[config.mk]
export PLATFORM = sky130hd
export DESIGN_NAME = pipe16_core
export DESIGN_NICKNAME = d
export VERILOG_FILES = /design/src/rtl/core_pkg.sv /design/src/rtl/pipe_fetch.sv /design/src/rtl/pipe_regfile.sv /design/src/rtl/pipe_decode.sv /design/src/rtl/pipe_execute.sv /design/src/rtl/pipe16_core.sv
export SDC_FILE = /design/constraint.sdc
export NUM_CORES = 1
export LEC_CHECK = 0
export BUFFER_PORTS_ARGS = -buffer_cell sky130_fd_sc_hd__buf_2
export CORE_MARGIN = 5
export CORE_UTILIZATION = 55
export CTS_CLUSTER_DIAMETER = 50
export DETAILED_ROUTE_END_ITERATION = 10
export PLACE_DENSITY = 0.76
export SYNTH_ARGS = -nofsm -noshare
export SYNTH_HDL_FRONTEND = slang
export SYNTH_SLANG_ARGS = --single-unit
export TNS_END_PERCENT = 100
[constraint.sdc]
create_clock -name clk -period 6.1 [get_ports clk]
set_input_delay 0.305 -clock clk [delete_from_list [all_inputs] [get_ports clk]]
set_output_delay 0.305 -clock clk [all_outputs]
set_load 0.01 [all_outputs]
[src/rtl/core_pkg.sv]
package core_pkg;
    localparam int DW      = 16;
    localparam int RAW     = 4;
    localparam int NREG    = 1 << RAW;
    localparam int OPW     = 4;
    localparam int IMMW    = 4;
    localparam int PC_STEP = DW / 8;

    typedef enum logic [2:0] {
        FN_ADD = 3'd0,
        FN_SUB = 3'd1,
        FN_AND = 3'd2,
        FN_OR  = 3'd3,
        FN_XOR = 3'd4
    } alu_fn_e;

    typedef struct packed {
        alu_fn_e          fn;
        logic             wr;
        logic [RAW-1:0]   dst;
        logic [RAW-1:0]   src_a;
        logic [RAW-1:0]   src_b;
        logic             use_imm;
        logic [DW-1:0]    imm;
    } dec_t;

    typedef struct packed {
        alu_fn_e          fn;
        logic             wr;
        logic [RAW-1:0]   dst;
    } ex_ctrl_t;

    localparam logic [DW-1:0] NOP_WORD = '0;

    function automatic dec_t decode_word(input logic [DW-1:0] w);
        dec_t d;
        logic [OPW-1:0]  op;
        logic [IMMW-1:0] fld;
        op        = w[DW-1 -: OPW];
        fld       = w[IMMW-1:0];
        d.dst     = w[DW-OPW-1 -: RAW];
        d.src_a   = w[DW-OPW-RAW-1 -: RAW];
        d.src_b   = w[RAW-1:0];
        d.fn      = FN_ADD;
        d.wr      = 1'b1;
        d.use_imm = 1'b0;
        d.imm     = '0;
        case (op)
            4'd1: d.fn = FN_ADD;
            4'd2: d.fn = FN_SUB;
            4'd3: d.fn = FN_AND;
            4'd4: d.fn = FN_OR;
            4'd5: d.fn = FN_XOR;
            4'd6: begin
                d.fn      = FN_ADD;
                d.use_imm = 1'b1;
                d.imm     = {{(DW-IMMW){fld[IMMW-1]}}, fld};
            end
            4'd7: begin
                d.fn      = FN_AND;
                d.use_imm = 1'b1;
                d.imm     = {{(DW-IMMW){1'b0}}, fld};
            end
            default: d.wr = 1'b0;
        endcase
        if (d.dst == '0) d.wr = 1'b0;
        return d;
    endfunction

    function automatic logic [DW-1:0] alu_eval(input alu_fn_e fn,
                                               input logic [DW-1:0] a,
                                               input logic [DW-1:0] b);
        case (fn)
            FN_ADD:  return a + b;
            FN_SUB:  return a - b;
            FN_AND:  return a & b;
            FN_OR:   return a | b;
            FN_XOR:  return a ^ b;
            default: return '0;
        endcase
    endfunction
endpackage

[src/rtl/pipe_fetch.sv]
module pipe_fetch
    import core_pkg::*;
(
    input  logic          clk,
    input  logic          rst,
    input  logic [DW-1:0] mem_word,
    output logic [DW-1:0] pc,
    output logic [DW-1:0] ir
);
    always_ff @(posedge clk) begin
        if (rst) begin
            pc <= '0;
            ir <= NOP_WORD;
        end else begin
            pc <= pc + DW'(PC_STEP);
            ir <= mem_word;
        end
    end

    a_r2_pc_step: assert property (@(posedge clk) disable iff (rst)
        !$past(rst) |-> (pc == $past(pc) + DW'(PC_STEP)));
endmodule

[src/rtl/pipe_regfile.sv]
module pipe_regfile
    import core_pkg::*;
(
    input  logic           clk,
    input  logic           rst,
    input  logic [RAW-1:0] ra_addr,
    input  logic [RAW-1:0] rb_addr,
    output logic [DW-1:0]  ra_data,
    output logic [DW-1:0]  rb_data,
    input  logic           wr_en,
    input  logic [RAW-1:0] wr_addr,
    input  logic [DW-1:0]  wr_data
);
    logic [DW-1:0] regs [NREG];

    assign regs[0] = '0;

    for (genvar g = 1; g < NREG; g++) begin : g_reg
        always_ff @(posedge clk) begin
            if (rst)
                regs[g] <= '0;
            else if (wr_en && wr_addr == RAW'(g))
                regs[g] <= wr_data;
        end
    end

    assign ra_data = regs[ra_addr];
    assign rb_data = regs[rb_addr];
endmodule

[src/rtl/pipe_decode.sv]
module pipe_decode
    import core_pkg::*;
(
    input  logic           clk,
    input  logic           rst,
    input  logic [DW-1:0]  ir,
    output logic [RAW-1:0] rf_a_addr,
    output logic [RAW-1:0] rf_b_addr,
    input  logic [DW-1:0]  rf_a_data,
    input  logic [DW-1:0]  rf_b_data,
    input  logic           ex_wr,
    input  logic [RAW-1:0] ex_dst,
    input  logic [DW-1:0]  res_bus,
    output logic [DW-1:0]  op_a,
    output logic [DW-1:0]  op_b,
    output ex_ctrl_t       ex_ctrl
);
    dec_t          dec;
    logic          fwd_sel;
    logic [DW-1:0] a_next;
    logic [DW-1:0] b_next;

    always_comb begin
        dec       = decode_word(ir);
        rf_a_addr = dec.src_a;
        rf_b_addr = dec.src_b;
        fwd_sel   = ex_wr && (ex_dst == dec.src_a);
        a_next    = fwd_sel ? res_bus : rf_a_data;
        b_next    = dec.use_imm ? dec.imm : rf_b_data;
    end

    always_ff @(posedge clk) begin
        if (rst) begin
            op_a    <= '0;
            op_b    <= '0;
            ex_ctrl <= '{fn: FN_ADD, wr: 1'b0, dst: '0};
        end else begin
            op_a    <= a_next;
            op_b    <= b_next;
            ex_ctrl <= '{fn: dec.fn, wr: dec.wr, dst: dec.dst};
        end
    end

    // a forwarded operand equals the result bus of the previous cycle
    a_r6_fwd_value: assert property (@(posedge clk) disable iff (rst)
        fwd_sel |=> (op_a == $past(res_bus)));

    // no bypass from an execute slot that does not write
    a_r8_no_fwd_idle: assert property (@(posedge clk) disable iff (rst)
        !ex_wr |-> !fwd_sel);
endmodule

[src/rtl/pipe_execute.sv]
module pipe_execute
    import core_pkg::*;
(
    input  logic          clk,
    input  logic          rst,
    input  ex_ctrl_t      ctrl,
    input  logic [DW-1:0] op_a,
    input  logic [DW-1:0] op_b,
    output logic [DW-1:0] result
);
    assign result = alu_eval(ctrl.fn, op_a, op_b);

    // a write is never aimed at r0
    a_r9_no_r0_write: assert property (@(posedge clk) disable iff (rst)
        ctrl.wr |-> (ctrl.dst != '0));
endmodule

[src/rtl/pipe16_core.sv]
module pipe16_core
    import core_pkg::*;
(
    input  logic        clk,
    input  logic        rst,
    output logic [15:0] imem_addr,
    input  logic [15:0] imem_data,
    output logic        res_valid,
    output logic [3:0]  res_dst,
    output logic [15:0] res_data
);
    logic [DW-1:0]  pc;
    logic [DW-1:0]  ir;
    logic [RAW-1:0] rf_a_addr;
    logic [RAW-1:0] rf_b_addr;
    logic [DW-1:0]  rf_a_data;
    logic [DW-1:0]  rf_b_data;
    logic [DW-1:0]  op_a;
    logic [DW-1:0]  op_b;
    ex_ctrl_t       ex_ctrl;
    logic [DW-1:0]  res_bus;

    pipe_fetch u_fetch (
        .clk      (clk),
        .rst      (rst),
        .mem_word (imem_data),
        .pc       (pc),
        .ir       (ir)
    );

    pipe_regfile u_rf (
        .clk     (clk),
        .rst     (rst),
        .ra_addr (rf_a_addr),
        .rb_addr (rf_b_addr),
        .ra_data (rf_a_data),
        .rb_data (rf_b_data),
        .wr_en   (ex_ctrl.wr),
        .wr_addr (ex_ctrl.dst),
        .wr_data (res_bus)
    );

    pipe_decode u_dec (
        .clk       (clk),
        .rst       (rst),
        .ir        (ir),
        .rf_a_addr (rf_a_addr),
        .rf_b_addr (rf_b_addr),
        .rf_a_data (rf_a_data),
        .rf_b_data (rf_b_data),
        .ex_wr     (ex_ctrl.wr),
        .ex_dst    (ex_ctrl.dst),
        .res_bus   (res_bus),
        .op_a      (op_a),
        .op_b      (op_b),
        .ex_ctrl   (ex_ctrl)
    );

    pipe_execute u_ex (
        .clk    (clk),
        .rst    (rst),
        .ctrl   (ex_ctrl),
        .op_a   (op_a),
        .op_b   (op_b),
        .result (res_bus)
    );

    assign imem_addr = pc;
    assign res_valid = ex_ctrl.wr;
    assign res_dst   = ex_ctrl.dst;
    assign res_data  = res_bus;

    // the first execute slot after reset is a bubble
    a_r1_bubble_after_reset: assert property (@(posedge clk) disable iff (rst)
        $past(rst) |-> !res_valid);
endmodule

==> results.txt, run 1 <==
distinct cell type count after synthesis - 64
post-route ant nets - 0
fin nets - 1696
TritonCTS clock tree - built
VDD IR max - 237 uV
total global-route track usage - 0.272
slew at the pin closest to its max-slew limit - 1.09 ns
HP Class - primary input to flop
CP required - 5.79 ns
Synth Area per Inst - 9.91 sq um
CP Capture Type - output pin
number of top-level pins - 55
FF+latch area - 0.00624 sq mm
mapped cell area - 0.0164 sq mm
Post-synth EDFFs - 0
slowest library cell on the worst path - o41ai_1
sequential share of the synthesized area - 0.380
Clock Latency Late Sink - 0.51 ns
top post-synthesis cells by area - dfxtp_1 38%, mux4_2 17%, a211oi_1 11%
Hold Slack - 0.0121 ns
Area growth, synth to finish - 10.5%
Layout Skew - 0.0225 ns
top_reg_cell synth - dfxtp_1
status - complete, no violations
post-CTS sizing - 0
DRT Pass-1 Iters - 6
delay of the slowest critical-path stage - 0.41 ns
unrepaired setup endpoints after global routing - false
dpl hpwl - 28700 microns
DRC viols - 0
CTS Buffer Depth - 3
htree depth - 2
Fill cells - 2380
# Max-Cap Violations - 0
Sink Count - 311
die span in y - 183 microns
Syn Inst Count - 1651
Core Area - 0.0295 sq mm
worst-path fanout max - 8
Buf/Inv on CP - 2
Synth area leader - dfxtp_1
total inserted antenna cells - 0
fraction of registers with async set/reset - 0
Ys Warns - 0
Syn Nets - 1719
Slew Limit Fails - 0
Worst EP arrival - 4.54 ns
multi-input logic area - 0.00930 sq mm
top cells by count, synth - 311 x dfxtp_1, 297 x nor2_1, 234 x a211oi_1
final hold viol count - 0
crit share post-route - 0.794
final WL - 45800 microns
total gr overflow - 0
Num CTS Buffers - 35
CTS Root Cell - clkbuf_16
GP Congestion - 0.961
Die X - 183 microns
Initial Utilization - 0.555
FMAX - 0.207 GHz
Total Neg Setup Slack - 0 ns
initial antenna violation count - 0
most common cell in the netlist - dfxtp_1
share of layout cells above drive strength 1 - 0.214
largest net degree at the start of global routing - 189
Reg clk slew, reported paths - 0.06 ns
minimum clock period - 4.84 ns
Vias - 13285
Setup CP Type - flop to output pin
die area - 0.0333 sq mm
Rows - 63
PortBufs - 53
Yosys top cell area share - 0.380
Final setup viols - 0
critical path's top delay family - compound AO/OA/AOI/OAI gates
Cell Pwr Density - 273 mW/mm^2
drt wl/cell - 22.4 microns
vias per cell - 6.51
Yosys reg bits - 311
CP Cell Sequence - or3_1 > or3_1 > o41ai_1 > o21ai_1 > xnor2_1 > ha_1 > a21oi_1 > a21oi_1 > a311o_1 > or3_4 > a31oi_4 > inv_1 > buf_2
DR iter-0 viols - 1385
vias in the first global route - 13222
Setup crit start kind - flop
global-route wire length before repair - 73100 microns
Max-slew headroom - 0.268
Leak - 6.15 nW
-- worst paths after layout --
kind	start	to	slack [ns]	cells after the start
max	u_dec.op_b[5]$_SDFF_PP0_	res_data[14]	1.26	13
min	imem_data[4]	u_fetch.ir[4]$_SDFF_PP0_	0.01	2
max reg2reg	u_dec.op_b[5]$_SDFF_PP0_	u_rf.regs[46]$_SDFFE_PP0P_	1.80	13
min reg2reg	u_fetch.ir[15]$_SDFF_PP0_	u_dec.ex_ctrl[5]$_SDFF_PP0_	0.45	1
-- power breakdown --
| part | internal, W | switching [W] | total [W] |
|---|---|---|---|
| registers | 0.00205 | 0.0000430 | 0.00210 |
| clock network | 0.00126 | 0.000843 | 0.00210 |
| logic | 0.000249 | 0.000481 | 0.000730 |
| total | 0.00356 | 0.00137 | 0.00493 |
-- layout make-up --
class	instances	area share
multi-input cells	1122	0.515
flip-flops and latches	311	0.345
clock buffers	50	0.0565
repair buffers	107	0.0390
well taps	390	0.0270
inverters	51	0.0106
clock inverters	11	0.00727
-- metal layers --
metal,GRT usage,up-vias,part of all wire
met4,0.0895,0,0.032
met3,0.0600,115,0.090
met2,0.454,650,0.48
met5,0,-,0
met1,0.354,6454,0.40
li1,-,6066,-
-- cells by family (layout without fill, tap and decap cells) --
kind of cell	after synthesis	in the layout	synth area share
buffers and inverters	218	219	0.0549
adders and majority gates	50	50	0.0387
xor gates and xnor gates	39	39	0.0213
DFF	311	311	0.380
and+or+nand+nor	438	438	0.115
muxes	161	161	0.196
other	1	1	0.000229
AOI/OAI and AO/OA	433	433	0.193
-- metrics by stage --
| step | area, sq um | std cells | total power [W] | utilization | worst slack, ns |
|---|---|---|---|---|---|
| floorplan | 16400 | 1651 | 0.00262 | - | 2.22 |
| global placement | 16900 | 1976 | 0.00285 | 0.572 | 1.93 |
| detailed placement | 16900 | 1976 | 0.00285 | 0.572 | 1.84 |
| CTS | 18100 | 2042 | 0.00494 | 0.613 | 1.29 |
| global route | 18100 | 2042 | 0.00510 | 0.613 | 1.01 |
| finish | 18100 | 2042 | 0.00493 | 0.613 | 1.26 |
-- cells in the final DEF, fill, tap and decap left out, types with 7 or more instances in the layout --
cell	instances
dfxtp_1	307
nor2_1	285
a211oi_1	234
mux4_2	125
buf_2	52
inv_1	51
nand2_1	51
ha_1	49
buf_4	48
a21oi_1	40
clkbuf_16	35
o21ai_0	34
mux2_2	31
a22o_1	29
nor2b_1	27
o22ai_1	27
xnor2_1	22
a22oi_1	17
xor2_1	16
nor2_2	12
nand3_1	10
a211oi_2	9
clkbuf_8	9
a21o_1	7
nand4_1	7
nand2b_1	7
-- registers in the layout, indices dropped and copies added, names as in the netlist --
register	cells
u_rf.regs	240
u_dec.op_a	16
u_dec.op_b	16
u_fetch.ir	16
u_fetch.pc	15
u_dec.ex_ctrl	8
-- timing repair --
item	4_1_cts	5_1_grt
setup buffers	0	0
hold buffers	5	0
hold endpoints to repair	5	0
Power figures use the tool's default switching activity.
==> inputs of run 2 (changes only) <==
==> constraint.sdc (replaced) <==
create_clock -name clk -period 4.5 [get_ports clk]
set_input_delay 0.225 -clock clk [delete_from_list [all_inputs] [get_ports clk]]
set_output_delay 0.225 -clock clk [all_outputs]
set_load 0.01 [all_outputs]
==> run 2 against run 1 <==
Via count is 1.0% higher. Sequential power up 35%. Wire length grew 0.37%. Non-clock buffer count is 24 higher. Utilization is 0.76 points higher. Largest power group unchanged. Highest routed layer is now met5.
==> results.txt, run 2 (same netlist as run 1, synthesis figures left out) <==
total global-route track usage - 0.270 (-0.00272)
Comb power frac - 0.158 (+0.010)
fin nets - 1719 (+1.4%)
GP Congestion - 0.907 (-5.6%)
# Max-Cap Violations - 0 (unchanged)
Worst EP arrival - 4.12 ns (-0.42 ns)
HP Class - primary input to flop
Max-slew headroom - 0.0649 (-0.203)
Placed Instances - 1983 (+0.35%)
Core Area - 0.0295 sq mm (unchanged)
drt wl/cell - 22.3 microns (-0.74%)
switching share of total power - 0.280 (+0.00233)
Initial Utilization - 0.555 (unchanged)
final WL - 46000 microns (+0.37%)
worst-path fanout max - 7 (-1)
Slew Limit Fails - 0 (unchanged)
Register-to-Register Path Depth - 12 (-1)
global-route wire length before repair - 72200 microns (-1.2%)
Clock Latency Late Sink - 0.51 ns (about the same)
FMAX - 0.230 GHz
DR iter-0 viols - 1535 (+11%)
CP required - 4.28 ns (-1.51 ns)
Setup crit start kind - flop
slew at the pin closest to its max-slew limit - 1.40 ns (+0.308 ns)
Finished Core Util - 0.621 (+0.00764)
internal power - 0.00478 W (+34%)
Rows - 63 (unchanged)
Hold Path Depth - 2 (unchanged)
Clock Power Share - 0.413 (-0.014)
Die X - 183 microns (unchanged)
share of layout cells above drive strength 1 - 0.221 (+0.00661)
Area growth, synth to finish - 11.8%
Vias - 13421 (+1.0%)
final hold viol count - 0 (unchanged)
DRC viols - 0 (unchanged)
Layout Skew - 0.0292 ns (+0.00671 ns)
VDD IR max - 298 uV (+26%)
CTS Buffer Depth - 3 (unchanged)
Reg clk slew, reported paths - 0.06 ns (about the same)
Setup CP Type - flop to output pin
largest net degree at the start of global routing - 237 (+25%)
Fill cells - 2374 (-0.25%)
dpl ws - 0.266 ns (-1.58 ns)
post-route ant nets - 0 (unchanged)
htree depth - 2 (unchanged)
die span in y - 183 microns (unchanged)
commonest non-fill, non-tap cells in the layout - 307 x dfxtp_1, 285 x nor2_1, 234 x a211oi_1
max FFs per register - 240 (unchanged)
total gr overflow - 0 (unchanged)
Final setup viols - 0 (unchanged)
CP Capture Type - output pin
commonest non-fill, non-tap cell in the layout - dfxtp_1
Num CTS Buffers - 34 (-2.9%)
TritonCTS clock tree - built
initial antenna violation count - 1 (+1)
PortBufs - 53 (unchanged)
Most flops, register - u_rf.regs
CTS Root Cell - clkbuf_16
minimum clock period - 4.35 ns
Cell Pwr Density - 363 mW/mm^2 (+33%)
dpl hpwl - 28500 microns (-0.56%)
final std cells w/o fill - 2065 (+1.1%)
Psw - 0.00186 W (+36%)
Total Neg Setup Slack - 0 ns (unchanged)
number of top-level pins - 55 (unchanged)
vias in the first global route - 13072 (-1.1%)
status - complete, no violations
vias per cell - 6.50 (-0.10%)
Sink Count - 311 (unchanged)
total inserted antenna cells - 0 (unchanged)
setup ws final - 0.151 ns (-1.11 ns)
DRT Pass-1 Iters - 5 (-1)
Seq pwr share - 0.429 (+0.004)
crit share post-route - 0.966
Leak - 6.24 nW (+1.5%)
die area - 0.0333 sq mm (unchanged)
-- run 2: cell count changes in the layout (fill, tap and decap cells not counted), sizes merged --
| cell | delta |
|---|---|
| buf | +13 |
| dlygate4sd3 | +11 |
| clkinv | +5 |
| clkbuf | -4 |
| inv | -4 |
| clkinvlp | +2 |
-- run 2: what timing repair did --
action                                 CTS  global route
endpoints found under the hold margin   16             0
setup buffers                            0             6
hold buffers                            16             0
gates resized for setup                  3             6
pin swaps                                1             3
setup endpoints to repair                3             3
-- run 2: metrics by stage --
| step | hold WS, ns | cell area, sq um | power (W) |
|---|---|---|---|
| 2_1_floorplan | 0.353 | 16400 | 0.00355 |
| 3_3_place_gp | 0.429 | 17000 | 0.00388 |
| 3_5_place_dp | 0.428 | 17000 | 0.00388 |
| 4_1_cts | 0.106 | 18200 | 0.00660 |
| 5_1_grt | 0.139 | 18300 | 0.00685 |
| 6_report | 0.107 | 18300 | 0.00664 |
-- run 2: layout make-up --
type,instances,area (sq um),area share
multi-input cells,1122,9360,0.511
flip-flops and latches,311,6240,0.341
clock buffers,46,957,0.0523
repair buffers,131,938,0.0513
well taps,390,488,0.0267
inverters,51,191,0.0105
clock inverters,14,136,0.00745
-- run 2: path summary, 6_finish.rpt --
| kind | start | endpoint | slack, ns |
|---|---|---|---|
| max reg2reg | u_dec.op_b[5]$_SDFF_PP0_ | u_rf.regs[46]$_SDFFE_PP0P_ | 0.59 |
| min | rst | u_fetch.pc[1]$_SDFF_PP0_ | 0.11 |
| max | u_dec.op_b[5]$_SDFF_PP0_ | res_data[14] | 0.15 |
| min reg2reg | u_fetch.ir[15]$_SDFF_PP0_ | u_dec.ex_ctrl[5]$_SDFF_PP0_ | 0.44 |
-- run 2: routing by layer --
metal | global-route usage | vias to the layer above | routed length, microns | share of wire
met5 | 0 | - | 13 | 0.00028
li1 | - | 6111 | - | -
met2 | 0.437 | 682 | 21600 | 0.47
met1 | 0.365 | 6481 | 18800 | 0.41
met4 | 0.0988 | 2 | 1640 | 0.036
met3 | 0.0470 | 145 | 3900 | 0.085
-- run 2: power groups by stage --
stage          clock, W  sequential (W)  combinational (W)
2_1_floorplan         0         0.00286           0.000684
3_3_place_gp          0         0.00290           0.000974
3_5_place_dp          0         0.00291           0.000978
4_1_cts         0.00276         0.00284            0.00100
5_1_grt         0.00289         0.00285            0.00112
6_report        0.00274         0.00284            0.00105
-- run 2: critical path, stage by stage (launching register included) --
cell and delay (ns):
dfxtp_1 0.36, or3_1 0.38, or3_4 0.40, o41ai_4 0.27, o21ai_2 0.12, xnor2_1 0.16, ha_2 0.34, and3_1 0.24
a311o_1 0.38, or3_4 0.38, a31oi_4 0.32, inv_1 0.10, buf_2 0.15
==> inputs of run 3 (changes only) <==
==> constraint.sdc (replaced) <==
create_clock -name clk -period 5.4 [get_ports clk]
set_input_delay 0.27 -clock clk [delete_from_list [all_inputs] [get_ports clk]]
set_output_delay 0.27 -clock clk [all_outputs]
set_load 0.01 [all_outputs]
==> run 3 against run 2 <==
Cell count decreased by 1.1%. Clock skew decreased by 0.014 ns. Combinational power decreased by 22%. Register-to-register slack improved by 0.52 ns.
==> results.txt, run 3 (same netlist as run 1, synthesis figures left out) <==
Cell Pwr Density - 301 mW/mm^2 (-17%)
largest net degree at the start of global routing - 171 (-28%)
htree depth - 1 (-1)
PortBufs - 53 (unchanged)
CTS Root Cell - clkbuf_16
commonest non-fill, non-tap cells in the layout - 307 x dfxtp_1, 285 x nor2_1, 234 x a211oi_1
post-route ant nets - 0 (unchanged)
HP Class - primary input to flop
dpl hpwl - 28200 microns (-0.96%)
DR iter-0 viols - 1540 (+0.33%)
post-route cell area - 0.0181 sq mm (-1.3%)
Die X - 183 microns (unchanged)
GP Congestion - 0.889 (-2.0%)
Placed Instances - 1973 (-0.50%)
Most flops, register - u_rf.regs
final WL - 45900 microns (-0.21%)
final hold viol count - 0 (unchanged)
DRT Pass-1 Iters - 6 (+1)
Setup CP Type - flop to output pin
fin nets - 1700 (-1.1%)
FMAX - 0.209 GHz
Vias - 13297 (-0.92%)
Clock Latency Late Sink - 0.57 ns (+0.06 ns)
die area - 0.0333 sq mm (unchanged)
total global-route track usage - 0.268 (-0.00191)
Final setup viols - 0 (unchanged)
postcts setup bufs - 0 (unchanged)
Max-slew headroom - 0.201 (+0.137)
Hold Crit Start - rst
Slew Limit Fails - 0 (unchanged)
Area growth, synth to finish - 10.4%
CTS Buffer Depth - 3 (unchanged)
Num CTS Buffers - 31 (-8.8%)
crit share post-route - 0.887
R2R Setup Slk - 1.11 ns (+0.52 ns)
hold_buf cts - 16 (unchanged)
Leak - 6.13 nW (-1.7%)
minimum clock period - 4.79 ns
worst r2r src - u_dec.op_b[5]$_SDFF_PP0_
total gr overflow - 0 (unchanged)
Core Area - 0.0295 sq mm (unchanged)
unrepaired setup endpoints after global routing - false
DRC viols - 0 (unchanged)
Setup crit start kind - flop
status - complete, no violations
slew at the pin closest to its max-slew limit - 1.19 ns (-0.211 ns)
Initial Utilization - 0.555 (unchanged)
vias in the first global route - 12856 (-1.7%)
Reg clk slew, reported paths - 0.06 ns (about the same)
Rows - 63 (unchanged)
CP required - 5.13 ns (+0.85 ns)
share of layout cells above drive strength 1 - 0.209 (-0.0122)
drt wl/cell - 22.4 microns (+0.86%)
Register-to-Register Path Depth - 13 (+1)
initial antenna violation count - 1 (unchanged)
VDD IR max - 287 uV (-4.0%)
end of the critical path - res_data[14]
total inserted antenna cells - 0 (unchanged)
post-CTS sizing - 0 (-3)
commonest non-fill, non-tap cell in the layout - dfxtp_1
number of top-level pins - 55 (unchanged)
dpl cell area - 0.0169 sq mm (-0.59%)
Total Neg Setup Slack - 0 ns (unchanged)
reg2reg end - u_rf.regs[62]$_SDFFE_PP0P_
CP Capture Type - output pin
Hold Slack - 0.173 ns (+0.0666 ns)
Sink Count - 311 (unchanged)
die span in y - 183 microns (unchanged)
worst-path fanout max - 7 (unchanged)
Worst EP arrival - 4.52 ns (+0.40 ns)
total power - 0.00544 W (-18%)
Layout Skew - 0.0155 ns (-0.0137 ns)
# Max-Cap Violations - 0 (unchanged)
vias per cell - 6.51 (+0.14%)
final std cells w/o fill - 2043 (-1.1%)
crit path from - u_dec.op_b[5]$_SDFF_PP0_
max FFs per register - 240 (unchanged)
TritonCTS clock tree - built
global-route wire length before repair - 71700 microns (-0.76%)
==> run 3: per-layer routing <==
metal	track usage	part of all wire	vias to the layer above
li1	-	-	6083
met2	0.441	0.47	647
met1	0.360	0.40	6437
met5	0	0.00015	-
met3	0.0442	0.092	128
met4	0.0928	0.035	2
==> run 3: critical path: stages (launching register included) <==
cell     delay, ns
dfxtp_1       0.36
or3_1         0.37
or3_1         0.37
o41ai_1       0.39
o21ai_1       0.18
xnor2_1       0.16
ha_1          0.38
a21oi_1       0.33
a21oi_1       0.11
a311o_1       0.34
or3_4         0.38
a31oi_4       0.36
inv_1         0.07
buf_2         0.15
==> run 3: layout make-up <==
cell class	count	area (sq um)
Fill cell	2398	11400
Multi-Input combinational cell	1122	9300
Sequential cell	311	6240
Clock buffer	44	905
Timing Repair Buffer	115	793
Tap cell	390	488
Inverter	51	191
Clock inverter	10	156
==> run 3: power breakdown <==
part,total [W],internal (W),switching [W]
combinational,0.000824,0.000287,0.000537
clock,0.00224,0.00134,0.000892
sequential,0.00238,0.00232,0.0000585
==> run 3: per-stage QoR <==
step            util  setup WS (ns)
2_1_floorplan      -           1.55
4_1_cts        0.613          0.646
3_3_place_gp   0.572           1.29
6_report       0.613          0.608
5_1_grt        0.613          0.387
3_5_place_dp   0.572           1.17
==> run 3: worst min path at each step <==
stage               cells after the start                         to  slack, ns
floorplan                               1   u_fetch.ir[0]$_SDFF_PP0_       0.40
global placement                        1   u_fetch.pc[1]$_SDFF_PP0_       0.44
detailed placement                      1   u_fetch.pc[1]$_SDFF_PP0_       0.45
CTS                                     2   u_fetch.pc[1]$_SDFF_PP0_       0.20
global route                            2  u_fetch.pc[13]$_SDFF_PP0_       0.24
finish                                  2   u_fetch.pc[5]$_SDFF_PP0_       0.17
